**config.mk**
```make
export PLATFORM = sky130hd
export DESIGN_NAME = startup_seq
export DESIGN_NICKNAME = d
export VERILOG_FILES = /design/src/rtl/startup_seq_pkg.sv /design/src/rtl/seq_phase_plan.sv /design/src/rtl/seq_dwell_timer.sv /design/src/rtl/startup_seq.sv
export SDC_FILE = /design/constraint.sdc
export NUM_CORES = 1
export LEC_CHECK = 0
export BUFFER_PORTS_ARGS = -buffer_cell sky130_fd_sc_hd__buf_4
export CELL_PAD_IN_SITES_DETAIL_PLACEMENT = 0
export CELL_PAD_IN_SITES_GLOBAL_PLACEMENT = 1
export CORE_MARGIN = 5
export CORE_UTILIZATION = 48
export DETAILED_ROUTE_END_ITERATION = 7
export HOLD_SLACK_MARGIN = 0.02
export PLACE_DENSITY = 0.8
export SYNTH_ARGS = -nofsm -noshare
export SYNTH_HDL_FRONTEND = slang
export SYNTH_HIERARCHICAL = 1
export SYNTH_SLANG_ARGS = --single-unit
```
**constraint.sdc**
```tcl
create_clock -name clk -period 6.7 [get_ports clk]
set_input_delay 1.675 -clock clk [delete_from_list [all_inputs] [get_ports clk]]
set_output_delay 1.675 -clock clk [all_outputs]
set_load 0.01 [all_outputs]
```
**src/rtl/startup_seq_pkg.sv**
```systemverilog
package startup_seq_pkg;

    typedef enum logic [2:0] {
        PH_HOLD  = 3'd0,
        PH_PWRUP = 3'd1,
        PH_CFG   = 3'd2,
        PH_TAIL  = 3'd3,
        PH_OSC   = 3'd4,
        PH_PLL   = 3'd5,
        PH_FSCM  = 3'd6,
        PH_RUN   = 3'd7
    } phase_e;

    typedef enum logic [1:0] {
        RK_POWER  = 2'd0,
        RK_BROWN  = 2'd1,
        RK_OTHER  = 2'd2,
        RK_OTHER2 = 2'd3
    } rst_kind_e;

    typedef enum logic [1:0] {
        CS_PLAIN    = 2'd0,
        CS_RC_PLL   = 2'd1,
        CS_XTAL     = 2'd2,
        CS_XTAL_PLL = 2'd3
    } clk_src_e;

    typedef struct packed {
        rst_kind_e kind;
        clk_src_e  src;
        logic      reg_en;
        logic      mon_en;
    } seq_cfg_t;

    localparam int TAIL_CYC = 8;

    // Decide whether a phase belongs to the sequence for a captured setup.
    function automatic logic phase_used(phase_e ph, seq_cfg_t c);
        logic slow;
        logic use_it;
        slow = (c.kind == RK_POWER) || (c.kind == RK_BROWN);
        case (ph)
            PH_PWRUP: use_it = (c.kind == RK_POWER);
            PH_CFG,
            PH_TAIL:  use_it = 1'b1;
            PH_OSC:   use_it = slow && c.src[1];
            PH_PLL:   use_it = slow && c.src[0];
            PH_FSCM:  use_it = slow && c.mon_en && (c.src != CS_PLAIN);
            default:  use_it = 1'b0;
        endcase
        return use_it;
    endfunction

    // Lowest used phase above the given one, or run when none remains.
    function automatic phase_e phase_after(phase_e ph, seq_cfg_t c);
        phase_e nxt;
        nxt = PH_RUN;
        for (int i = 6; i >= 1; i--) begin
            if ((i > int'(ph)) && phase_used(phase_e'(3'(i)), c)) begin
                nxt = phase_e'(3'(i));
            end
        end
        return nxt;
    endfunction

endpackage

```
**src/rtl/seq_phase_plan.sv**
```systemverilog
module seq_phase_plan
    import startup_seq_pkg::*;
(
    input  seq_cfg_t req_cfg,
    input  seq_cfg_t run_cfg,
    input  phase_e   cur_ph,
    output phase_e   first_ph,
    output phase_e   after_ph
);

    always_comb begin
        first_ph = phase_after(PH_HOLD, req_cfg);
        after_ph = phase_after(cur_ph, run_cfg);
    end

endmodule

```
**src/rtl/seq_dwell_timer.sv**
```systemverilog
module seq_dwell_timer #(
    parameter int CNT_W = 8
) (
    input  logic             clk,
    input  logic             rst_n,
    input  logic             load,
    input  logic [CNT_W-1:0] load_val,
    output logic             zero
);

    logic [CNT_W-1:0] cnt_d, cnt_q;

    always_comb begin
        cnt_d = cnt_q;
        if (load) begin
            cnt_d = load_val;
        end else if (cnt_q != '0) begin
            cnt_d = cnt_q - 1'b1;
        end
    end

    always_ff @(posedge clk or negedge rst_n) begin
        if (!rst_n) begin
            cnt_q <= '0;
        end else begin
            cnt_q <= cnt_d;
        end
    end

    assign zero = (cnt_q == '0);

endmodule

```
**src/rtl/startup_seq.sv**
```systemverilog
module startup_seq
    import startup_seq_pkg::*;
#(
    parameter int PWRUP_REG_CYC = 1000,
    parameter int PWRUP_TMR_CYC = 4096,
    parameter int MON_CYC       = 256
) (
    input  logic       clk,
    input  logic       rst_n,
    input  logic       rst_req_i,
    input  logic [1:0] rst_kind_i,
    input  logic [1:0] clk_src_i,
    input  logic       reg_en_i,
    input  logic       mon_en_i,
    input  logic       osc_ready_i,
    input  logic       pll_lock_i,
    input  logic       cfg_load_done_i,
    output logic       cfg_load_start_o,
    output logic [2:0] phase_o,
    output logic       run_o
);

    localparam int MAX_A   = (PWRUP_REG_CYC > PWRUP_TMR_CYC) ? PWRUP_REG_CYC : PWRUP_TMR_CYC;
    localparam int MAX_B   = (MON_CYC > TAIL_CYC) ? MON_CYC : TAIL_CYC;
    localparam int MAX_CYC = (MAX_A > MAX_B) ? MAX_A : MAX_B;
    localparam int CNT_W   = $clog2(MAX_CYC + 1);

    localparam logic [CNT_W-1:0] REG_LD  = CNT_W'(PWRUP_REG_CYC - 1);
    localparam logic [CNT_W-1:0] TMR_LD  = CNT_W'(PWRUP_TMR_CYC - 1);
    localparam logic [CNT_W-1:0] TAIL_LD = CNT_W'(TAIL_CYC - 1);
    localparam logic [CNT_W-1:0] MON_LD  = CNT_W'(MON_CYC - 1);

    typedef struct packed {
        phase_e   phase;
        seq_cfg_t cfg;
        logic     run;
        logic     start;
    } seq_state_t;

    seq_state_t st_d, st_q;
    seq_cfg_t   req_cfg;
    phase_e     first_ph;
    phase_e     after_ph;
    logic       advance;
    logic       tmr_load;
    logic       tmr_zero;
    logic [CNT_W-1:0] tmr_val;

    assign req_cfg = '{kind:   rst_kind_e'(rst_kind_i),
                       src:    clk_src_e'(clk_src_i),
                       reg_en: reg_en_i,
                       mon_en: mon_en_i};

    seq_phase_plan plan_i (
        .req_cfg  (req_cfg),
        .run_cfg  (st_q.cfg),
        .cur_ph   (st_q.phase),
        .first_ph (first_ph),
        .after_ph (after_ph)
    );

    seq_dwell_timer #(
        .CNT_W (CNT_W)
    ) timer_i (
        .clk      (clk),
        .rst_n    (rst_n),
        .load     (tmr_load),
        .load_val (tmr_val),
        .zero     (tmr_zero)
    );

    always_comb begin
        st_d = st_q;

        // completion condition of the phase in progress
        case (st_q.phase)
            PH_PWRUP, PH_TAIL, PH_FSCM: advance = tmr_zero;
            PH_CFG:                     advance = cfg_load_done_i;
            PH_OSC:                     advance = osc_ready_i;
            PH_PLL:                     advance = pll_lock_i;
            default:                    advance = 1'b0;
        endcase

        if (rst_req_i) begin
            st_d.cfg   = req_cfg;
            st_d.phase = first_ph;
        end else if (advance) begin
            st_d.phase = after_ph;
        end

        st_d.start = (st_d.phase == PH_CFG) && ((st_q.phase != PH_CFG) || rst_req_i);
        st_d.run   = (st_d.phase == PH_RUN) && (st_q.phase != PH_RUN);

        tmr_load = rst_req_i || (st_d.phase != st_q.phase);
        case (st_d.phase)
            PH_PWRUP: tmr_val = st_d.cfg.reg_en ? REG_LD : TMR_LD;
            PH_TAIL:  tmr_val = TAIL_LD;
            PH_FSCM:  tmr_val = MON_LD;
            default:  tmr_val = '0;
        endcase
    end

    always_ff @(posedge clk or negedge rst_n) begin
        if (!rst_n) begin
            st_q <= '{phase: PH_HOLD,
                      cfg:   '{kind: RK_POWER, src: CS_PLAIN, reg_en: 1'b0, mon_en: 1'b0},
                      run:   1'b0,
                      start: 1'b0};
        end else begin
            st_q <= st_d;
        end
    end

    assign phase_o          = st_q.phase;
    assign run_o            = st_q.run;
    assign cfg_load_start_o = st_q.start;

endmodule

```
# Word level (Yosys, flattened, before mapping)
# Cells that the tools add are included.
dict set report word_totals {
  reg_bits 24
  out_inout_bits 5
  elab_cells 65
}
dict set report op_classes {
  addsub 1
  n_lt_le_gt_ge 6
  n_eq_ne 15
  n_mux 15
  reduce_logical 20
}
# operator n
set ops {}
lappend ops {{one-hot mux 12 bit (3 select lines)} 1}
lappend ops {{two-way mux 13 bit} 2}
lappend ops {{two-way mux 3 bit} 7}
lappend ops {{equality test 3 bit (second input constant)} 5}
lappend ops {{zero test 13 bit} 1}
lappend ops {{nonzero test 13 bit} 1}
lappend ops {{subtractor 13 x 1 -> 13 bit (second input constant)} 1}
lappend ops {{equality test 3 x 2 -> 1 bit (second input constant)} 4}
lappend ops {{two-way mux 12 bit} 1}
lappend ops {{logical AND 1 bit} 10}
lappend ops {{greater-than comparator 3 bit (first input constant)} 3}
lappend ops {{equality test 3 x 1 -> 1 bit (second input constant)} 2}
lappend ops {{greater-than comparator 2 x 3 -> 1 bit (first input constant)} 2}
lappend ops {{zero test 2 bit} 2}
lappend ops {{two-way mux 2 bit} 2}
lappend ops {{one-hot mux 1 bit (4 select lines)} 1}
lappend ops {{nonzero test 2 bit} 2}
lappend ops {{greater-than comparator 1 x 3 -> 1 bit (first input constant)} 1}
lappend ops {{logical OR 1 bit} 3}
lappend ops {{inequality test 3 x 2 -> 1 bit (second input constant)} 1}
lappend ops {{inequality test 3 bit} 1}
lappend ops {{inequality test 3 bit (second input constant)} 1}
lappend ops {{OR reduction 3 bit} 1}
lappend ops {{equality test 2 x 1 -> 1 bit (second input constant)} 1}
lappend ops {{two-way mux 1 bit} 1}

# Longest topological paths before layout
# Gate-level depths: netlist of the first run.
dict set report depth {
  ltp_word 16
  mapped_depth 15
  mapped_depth_nobuf 14
}

# Modules after synthesis
# The synthesis of the first run kept the hierarchy.
# module n_inst cells_each area_each_um2 seq_area_each_um2
set by_module_without_submodules {}
lappend by_module_without_submodules {seq_dwell_timer 1 82 767.0 325.3}
lappend by_module_without_submodules {startup_seq 1 67 725.7 275.3}
lappend by_module_without_submodules {seq_phase_plan 1 19 111.4 0.0}

# Worst setup path after synthesis of the first run
# Ideal clock, no wire load.
dict set report synth_path {
  path_kind {input port to flip-flop}
  start {input port cfg_load_done_i}
  end {register timer_i.cnt_q[2]}
  t_arrival_ps 3266
  required_ps 6605
  setup_slack_ps 3339
  cell_stages 9
  path_cell_list {or3b_1 > a31oi_1 > a2bb2oi_4 > xnor2_1 > nand3_1 > buf_1 > clkbuf_1 > nand2_1 > o31ai_1}
}
# item line
set synth_rtl {}
lappend synth_rtl {{from (decl)} startup_seq.sv:17} ;# input logic cfg_load_done_i,
lappend synth_rtl {{to (signal assigned)} seq_dwell_timer.sv:26} ;# cnt_q <= cnt_d;
lappend synth_rtl {{to (decl)} seq_dwell_timer.sv:11} ;# logic [CNT_W-1:0] cnt_d, cnt_q;

==> flow_metrics.env, run 1 <==
export IMPL_status="finished, final reports clean"
export IMPL_timing_critical_path_from_type="flip-flop"
export IMPL_crit_chain="nor4_1 > nand4b_1 > inv_2 > mux2i_1 > o221ai_2 > nand2_2 > a2bb2oi_4 > xnor2_1 > nand3_1 > nand2b_1 > o21ai_0"
export IMPL_hold_class="flip-flop to flip-flop"
export IMPL_num_rows=21
export IMPL_ys_ff_latch=24
export IMPL_worstMarginPinSlew_ns=0.6237
export IMPL_setup_violations=0
export IMPL_gr_total_overflow=0
export IMPL_syn_cell_area_mm2=0.001604
export IMPL_fp_dieH_um=67.81
export IMPL_die_x_um=67.81
export IMPL_path_delay_family="simple AND/OR/NAND/NOR gates"
export IMPL_yosys_area_top_type="dfrtp_1"
export IMPL_slew_headroom=0.5831
export IMPL_die_area_mm2=0.004598
export IMPL_pin_count=17
export IMPL_period_share=0.5595
export IMPL_core_area_mm2=0.003284
export IMPL_via_per_inst=5.455
export IMPL_num_fill_cells=323
export IMPL_dp_hpwl_um=2479
export IMPL_vias=1222
export IMPL_grt_pass1_wl_um=5713
export IMPL_numCtsBuffers=3
export IMPL_fin_setup_tns_ns=0
export IMPL_cp_num_buf_inv=1
export IMPL_critical_path_class="flip-flop to flip-flop"
export IMPL_clockRootBuffer="clkbuf_4"
export IMPL_synthToLayoutAreaGrowth_pct=8.658
export IMPL_wl_um=3248
export IMPL_power_density_mw_per_mm2=334.8
export IMPL_fmax_ghz=0.2668
export IMPL_syn_avg_cell_area_um2=9.548
export IMPL_grt_total_usage=0.1623
export IMPL_hold_viol_final=0
export IMPL_rr_worst_depth=11
export IMPL_drive_gt1_frac=0.2303
export IMPL_worstPathRequired_ns=6.94
export IMPL_num_nets_final=193
export IMPL_drc=0
export IMPL_antenna_found_initial=0
export IMPL_yosys_top_cells_count="dfrtp_1 (24), nand2_1 (21), xnor2_1 (10), inv_1 (9), nor2_1 (9)"
export IMPL_synthMostInstantiatedCell="dfrtp_1"
export IMPL_synthArstFlopShare=1.000
export IMPL_postSynthCellCount=168
export IMPL_synth_top_cell_area_share=0.3744
export IMPL_yosys_warnings=6
export IMPL_skew_ns=0.009336
export IMPL_worst_ep_arrival_time_ns=3.99
export IMPL_total_power_mw=0.5836
export IMPL_floorplan_initialDensity=0.4884
export IMPL_drt_iter0_drc=90
export IMPL_peakVddDrop_v=0.0001727
export IMPL_cts_sinks=24
export IMPL_synth_distinct_cells=47
export IMPL_cts_tree="yes"
export IMPL_ys_flop_type="dfrtp_1"
export IMPL_cp_depth=11
export IMPL_clk_latency_ns=0.31
export IMPL_yosys_top_cells_area="dfrtp_1 (37%), xnor2_1 (5.5%), mux2_2 (4.9%)"
export IMPL_cts_setup_buffers=0
export IMPL_cp_max_fo=19
export IMPL_antenna_cells=0
export IMPL_synth_edff_count=0
export IMPL_drt_pass1_iterations=4
export IMPL_maxSlewViolCount=0
export IMPL_h_tree_depth=1
export IMPL_p_leak_nw=0.7337
export IMPL_clock_path_buffers=2
export IMPL_portBuffers=16
export IMPL_wl_per_cell_um=14.50
export IMPL_end_kind="flip-flop"
export IMPL_hold_path_cell_count=1
export IMPL_max_cap_violations=0
export IMPL_hold_buffers=0
export IMPL_gp_congestion=0.8305
export IMPL_synth_nets=182
export IMPL_layout_min_cycle_time_ns=3.749
export IMPL_cp_slowest_cell="nor4_1"
export IMPL_seq_area_frac_synth=0.3744
export IMPL_clk_pin_slew_worst_paths_ns=0.13
export IMPL_first_global_vias=1286
export IMPL_cts_resized=0
export IMPL_grt_max_degree=25
export IMPL_ant_nets=0
export IMPL_rsz0062_at_grt="no"
export IMPL_slowest_delay_ns=0.48
## layer usage
| layer | track usage | part of all wire |
|---|---|---|
| met3 | 0.01997 | 0.025 |
| met4 | 0.06452 | 0.0086 |
| met2 | 0.2795 | 0.51 |
| met1 | 0.2052 | 0.46 |
| met5 | 0 | 0 |
## area by class of cell
type	count	area, um2	area share
multi-input combinational	124	890.9	0.5111
sequential	24	600.6	0.3446
timing repair buffer	16	120.1	0.06892
tap	46	57.56	0.03302
inverter	10	37.54	0.02154
clock buffer	4	36.28	0.02082
## cell families (layout without fill, tap and decap cells)
family                   Yosys count  in the layout  share of synthesized area
AO/OA/AOI/OAI                     29             29                     0.1404
other                              2              2                   0.004682
multiplexers                      12             12                    0.08035
flip-flops                        24             24                     0.3744
adder cells (fa/ha/maj)            2              2                    0.01560
AND/OR/NAND/NOR                   65             65                     0.2379
XOR/XNOR                          14             14                    0.07644
buffers and inverters             20             30                    0.07020
## placed cells by master (no fill, tap or decap), types with 2 or more instances in the layout
cell type,n
a31o_1,2
a31oi_1,2
buf_4,16
clkbuf_4,3
conb_1,2
dfrtp_1,24
ha_1,2
inv_1,9
mux2_2,7
mux2i_1,5
nand2_1,21
nand2_2,2
nand2b_1,4
nand3_1,5
nand3b_1,2
nor2_1,9
nor3_1,3
nor3b_1,3
nor4_1,2
nor4_2,2
o21ai_0,8
o21ai_1,5
o31ai_1,3
or3_1,3
xnor2_1,10
xor2_1,4
## registers in the layout (all words and copies together) (netlist names)
signal,flops
run_o,1
st_q,6
timer_i/cnt_q,13
phase_o,3
cfg_load_start_o,1
## report_power, final
part           switching [mW]  leakage, nW  internal (mW)
Clock                  0.0424       0.0210         0.0332
Sequential             0.0593        0.298          0.184
Combinational           0.138        0.415          0.127
## final timing paths
path | from | slack, ns | to
min reg2reg | st_q[2]$_DFFE_PN0P_ | 0.54 | st_q[2]$_DFFE_PN0P_
min | st_q[2]$_DFFE_PN0P_ | 0.54 | st_q[2]$_DFFE_PN0P_
max reg2reg | timer_i/cnt_q[8]$_DFFE_PN0P_ | 2.95 | timer_i/cnt_q[8]$_DFFE_PN0P_
max in group asynchronous | rst_n | 5.23 | phase_o[1]$_DFF_PN0_
max | timer_i/cnt_q[8]$_DFFE_PN0P_ | 2.95 | timer_i/cnt_q[8]$_DFFE_PN0P_
min in group asynchronous | rst_n | 1.23 | timer_i/cnt_q[12]$_DFFE_PN0P_
## worst register-to-register path, delay by kind of cell, from the launching register on
family                 cells  cell delay (ns)
AO/OA/AOI/OAI              3             0.79
XOR/XNOR                   1             0.15
buffers and inverters      1             0.25
flip-flops                 1             0.46
multiplexers               1             0.14
AND/OR/NAND/NOR            5             1.88
## per-stage QoR
stage | hold slack, ns | cells | utilization | area (um2) | setup slack [ns]
floorplan | 0.4806 | 168 | - | 1604 | 3.339
global placement | 0.4911 | 220 | 0.5196 | 1707 | 2.824
detailed placement | 0.5116 | 220 | 0.5196 | 1707 | 2.736
CTS | 0.5418 | 224 | 0.5307 | 1743 | 2.907
global route | 0.5574 | 224 | 0.5307 | 1743 | 2.536
finish | 0.5434 | 224 | 0.5307 | 1743 | 2.951
(Power assumes the default switching activity.)
==> run 2: changes to the inputs <==
--- a/config.mk
+++ b/config.mk
@@ -9,10 +9,10 @@
 export CELL_PAD_IN_SITES_DETAIL_PLACEMENT = 0
 export CELL_PAD_IN_SITES_GLOBAL_PLACEMENT = 1
 export CORE_MARGIN = 5
-export CORE_UTILIZATION = 48
+export CORE_UTILIZATION = 40
 export DETAILED_ROUTE_END_ITERATION = 7
 export HOLD_SLACK_MARGIN = 0.02
-export PLACE_DENSITY = 0.8
+export PLACE_DENSITY = 0.71
 export SYNTH_ARGS = -nofsm -noshare
 export SYNTH_HDL_FRONTEND = slang
 export SYNTH_HIERARCHICAL = 1
==> constraint.sdc (replaced) <==
create_clock -name clk -period 3.4 [get_ports clk]
set_input_delay 0.85 -clock clk [delete_from_list [all_inputs] [get_ports clk]]
set_output_delay 0.85 -clock clk [all_outputs]
set_load 0.01 [all_outputs]
==> run 2 against run 1 <==
Utilization decreased by 7.4 points; power increased by 120%; design area increased by 3.3%; sequential power increased by 97%; worst setup slack got worse by 2.7 ns; sequential share of layout area decreased by 1.1 points; clock skew decreased by 0.0065 ns; fmax increased by 18%; first-iteration DRC count decreased by 54%; critical path type unchanged; largest cell class unchanged; largest power group unchanged.
==> flow_metrics.env, run 2 (same netlist as run 1, synthesis figures left out) <==
export IMPL_cts_tree="yes"
export IMPL_num_rows=23
export IMPL_worstPathRequired_ns=3.58
export IMPL_pin_count=17
export IMPL_die_x_um=73.33
export IMPL_cp_slowest_cell="nor4_1"
export IMPL_peakVddDrop_v=0.0004015
export IMPL_wl_per_cell_um=14.82
export IMPL_vias=1229
export IMPL_rsz0062_at_grt="no"
export IMPL_core_area_mm2=0.003943
export IMPL_antenna_found_initial=0
export IMPL_grt_use_met3=0.02599
export IMPL_critical_path_class="flip-flop to flip-flop"
export IMPL_antenna_cells=0
export IMPL_p_switching_mw=0.4898
export IMPL_layout_commonest_cell="dfrtp_1"
export IMPL_regMostFlops="timer_i/cnt_q"
export IMPL_power_density_mw_per_mm2=703.6
export IMPL_hold_buffers=0
export IMPL_synthToLayoutAreaGrowth_pct=12.25
export IMPL_dpl_cell_area_mm2=0.001727
export IMPL_status="finished, final reports clean"
export IMPL_floorplan_initialDensity=0.4069
export IMPL_dp_cells=226
export IMPL_wl_um=3409
export IMPL_busiest_layer="met2"
export IMPL_grt_max_degree=25
export IMPL_pwr_share_clk=0.199
export IMPL_total_power_mw=1.267
export IMPL_setup_violations=0
export IMPL_dp_hpwl_um=2552
export IMPL_hold_viol_final=0
export IMPL_cp_max_fo=8
export IMPL_seqPwrFrac=0.378
export IMPL_crit_chain="nor4_1 > nand4b_1 > inv_2 > mux2i_1 > o221ai_2 > nand2_2 > a2bb2oi_4 > xnor2_1 > nand3_1 > nand2b_2 > o21ai_0"
export IMPL_portBuffers=16
export IMPL_layout_common_cells="dfrtp_1 (24), nand2_1 (21), buf_4 (18)"
export IMPL_grt_total_usage=0.1429
export IMPL_comb_power_share=0.423
export IMPL_rr_worst_depth=11
export IMPL_maxSlewViolCount=0
export IMPL_whs_ns=0.4754
export IMPL_met1_usage=0.2012
export IMPL_ant_nets=0
export IMPL_clk_latency_ns=0.26
export IMPL_fmax_ghz=0.3159
export IMPL_worstMarginPinSlew_ns=0.5740
export IMPL_drc=0
export IMPL_grt_use_met2=0.2294
export IMPL_slowest_delay_ns=0.46
export IMPL_fin_setup_tns_ns=0
export IMPL_slew_headroom=0.6173
export IMPL_end_kind="flip-flop"
export IMPL_stdcell_count=230
export IMPL_cts_sinks=24
export IMPL_numCtsBuffers=3
export IMPL_clockRootBuffer="clkbuf_8"
export IMPL_period_share=0.9309
export IMPL_layout_min_cycle_time_ns=3.165
export IMPL_gr_total_overflow=0
export IMPL_drt_iter0_drc=41
export IMPL_gp_congestion=0.7846
export IMPL_h_tree_depth=1
export IMPL_fp_dieH_um=73.33
export IMPL_finalInstanceArea_mm2=0.001800
export IMPL_first_global_vias=1258
export IMPL_dp_slack_ns=0.2984
export IMPL_worst_ep_arrival_time_ns=3.35
export IMPL_die_area_mm2=0.005377
export IMPL_via_per_inst=5.343
export IMPL_num_nets_final=195
export IMPL_drt_pass1_iterations=4
export IMPL_timing_critical_path_from_type="flip-flop"
export IMPL_fin_util=0.4567
export IMPL_p_int_mw=0.7771
export IMPL_largest_reg_flops=13
export IMPL_grt_pass1_wl_um=5996
export IMPL_fin_ws_ns=0.2349
export IMPL_clk_pin_slew_worst_paths_ns=0.09
export IMPL_clock_path_buffers=2
export IMPL_sw_frac_of_total=0.3866
export IMPL_skew_ns=0.002831
export IMPL_hold_class="input port to async pin"
export IMPL_p_leak_nw=0.7574
export IMPL_max_cap_violations=0
export IMPL_drive_gt1_frac=0.2444
run 2: cell count changes in the layout (fill, tap and decap cells not counted):
| cell | before | now |
|---|---|---|
| buf_4 | 16 | 18 |
| bufinv_16 | 0 | 1 |
| clkbuf_4 | 3 | 0 |
| clkbuf_8 | 1 | 3 |
| nand2b_1 | 4 | 3 |
| nand2b_2 | 0 | 1 |
run 2: worst paths after layout:
path                            slack, ns                    startpoint                             to
worst max-delay path                 0.23  timer_i/cnt_q[8]$_DFFE_PN0P_  timer_i/cnt_q[12]$_DFFE_PN0P_
max in group asynchronous            2.68                         rst_n   timer_i/cnt_q[6]$_DFFE_PN0P_
min in group clk                     0.53           st_q[2]$_DFFE_PN0P_            st_q[2]$_DFFE_PN0P_
worst min-delay path                 0.48                         rst_n            st_q[7]$_DFFE_PN0P_
worst min register to register       0.53           st_q[2]$_DFFE_PN0P_            st_q[2]$_DFFE_PN0P_
worst max register to register       0.23  timer_i/cnt_q[8]$_DFFE_PN0P_  timer_i/cnt_q[12]$_DFFE_PN0P_
run 2: critical path: cells and delay by family (launching register included):
family / cells / cell delay, ns
flip-flops: 1 / 0.44
AND/OR/NAND/NOR: 5 / 1.53
buffers and inverters: 1 / 0.22
XOR/XNOR: 1 / 0.12
multiplexers: 1 / 0.12
AO/OA/AOI/OAI: 3 / 0.65
run 2: metal layers:
layer / part of all wire / vias up
met2: 0.47 / 16
met5: 0 / -
li1: - / 606
met1: 0.49 / 605
met4: 0.0065 / 0
met3: 0.032 / 2
run 2: final cells by class:
cell class                      instances  area (um2)
Tap cell                               50       62.56
Multi-Input combinational cell        124       893.4
Inverter                               10       37.54
Fill cell                             378        2142
Clock inverter                          1       30.03
Sequential cell                        24       600.6
Timing Repair Buffer                   18       135.1
Clock buffer                            3       41.29
run 2: power by group through the flow:
stage / clock (mW) / combinational, mW / sequential (mW)
after floorplan: 0 / 0.447 / 0.451
after global placement: 0 / 0.531 / 0.481
after detailed placement: 0 / 0.535 / 0.482
after CTS: 0.263 / 0.538 / 0.477
after global routing: 0.279 / 0.599 / 0.492
final: 0.252 / 0.536 / 0.479
run 2: repair_timing:
action / in CTS / in global routing
gates resized for setup: 0 / 1
setup endpoints to repair: 0 / 2
setup buffers: 0 / 0
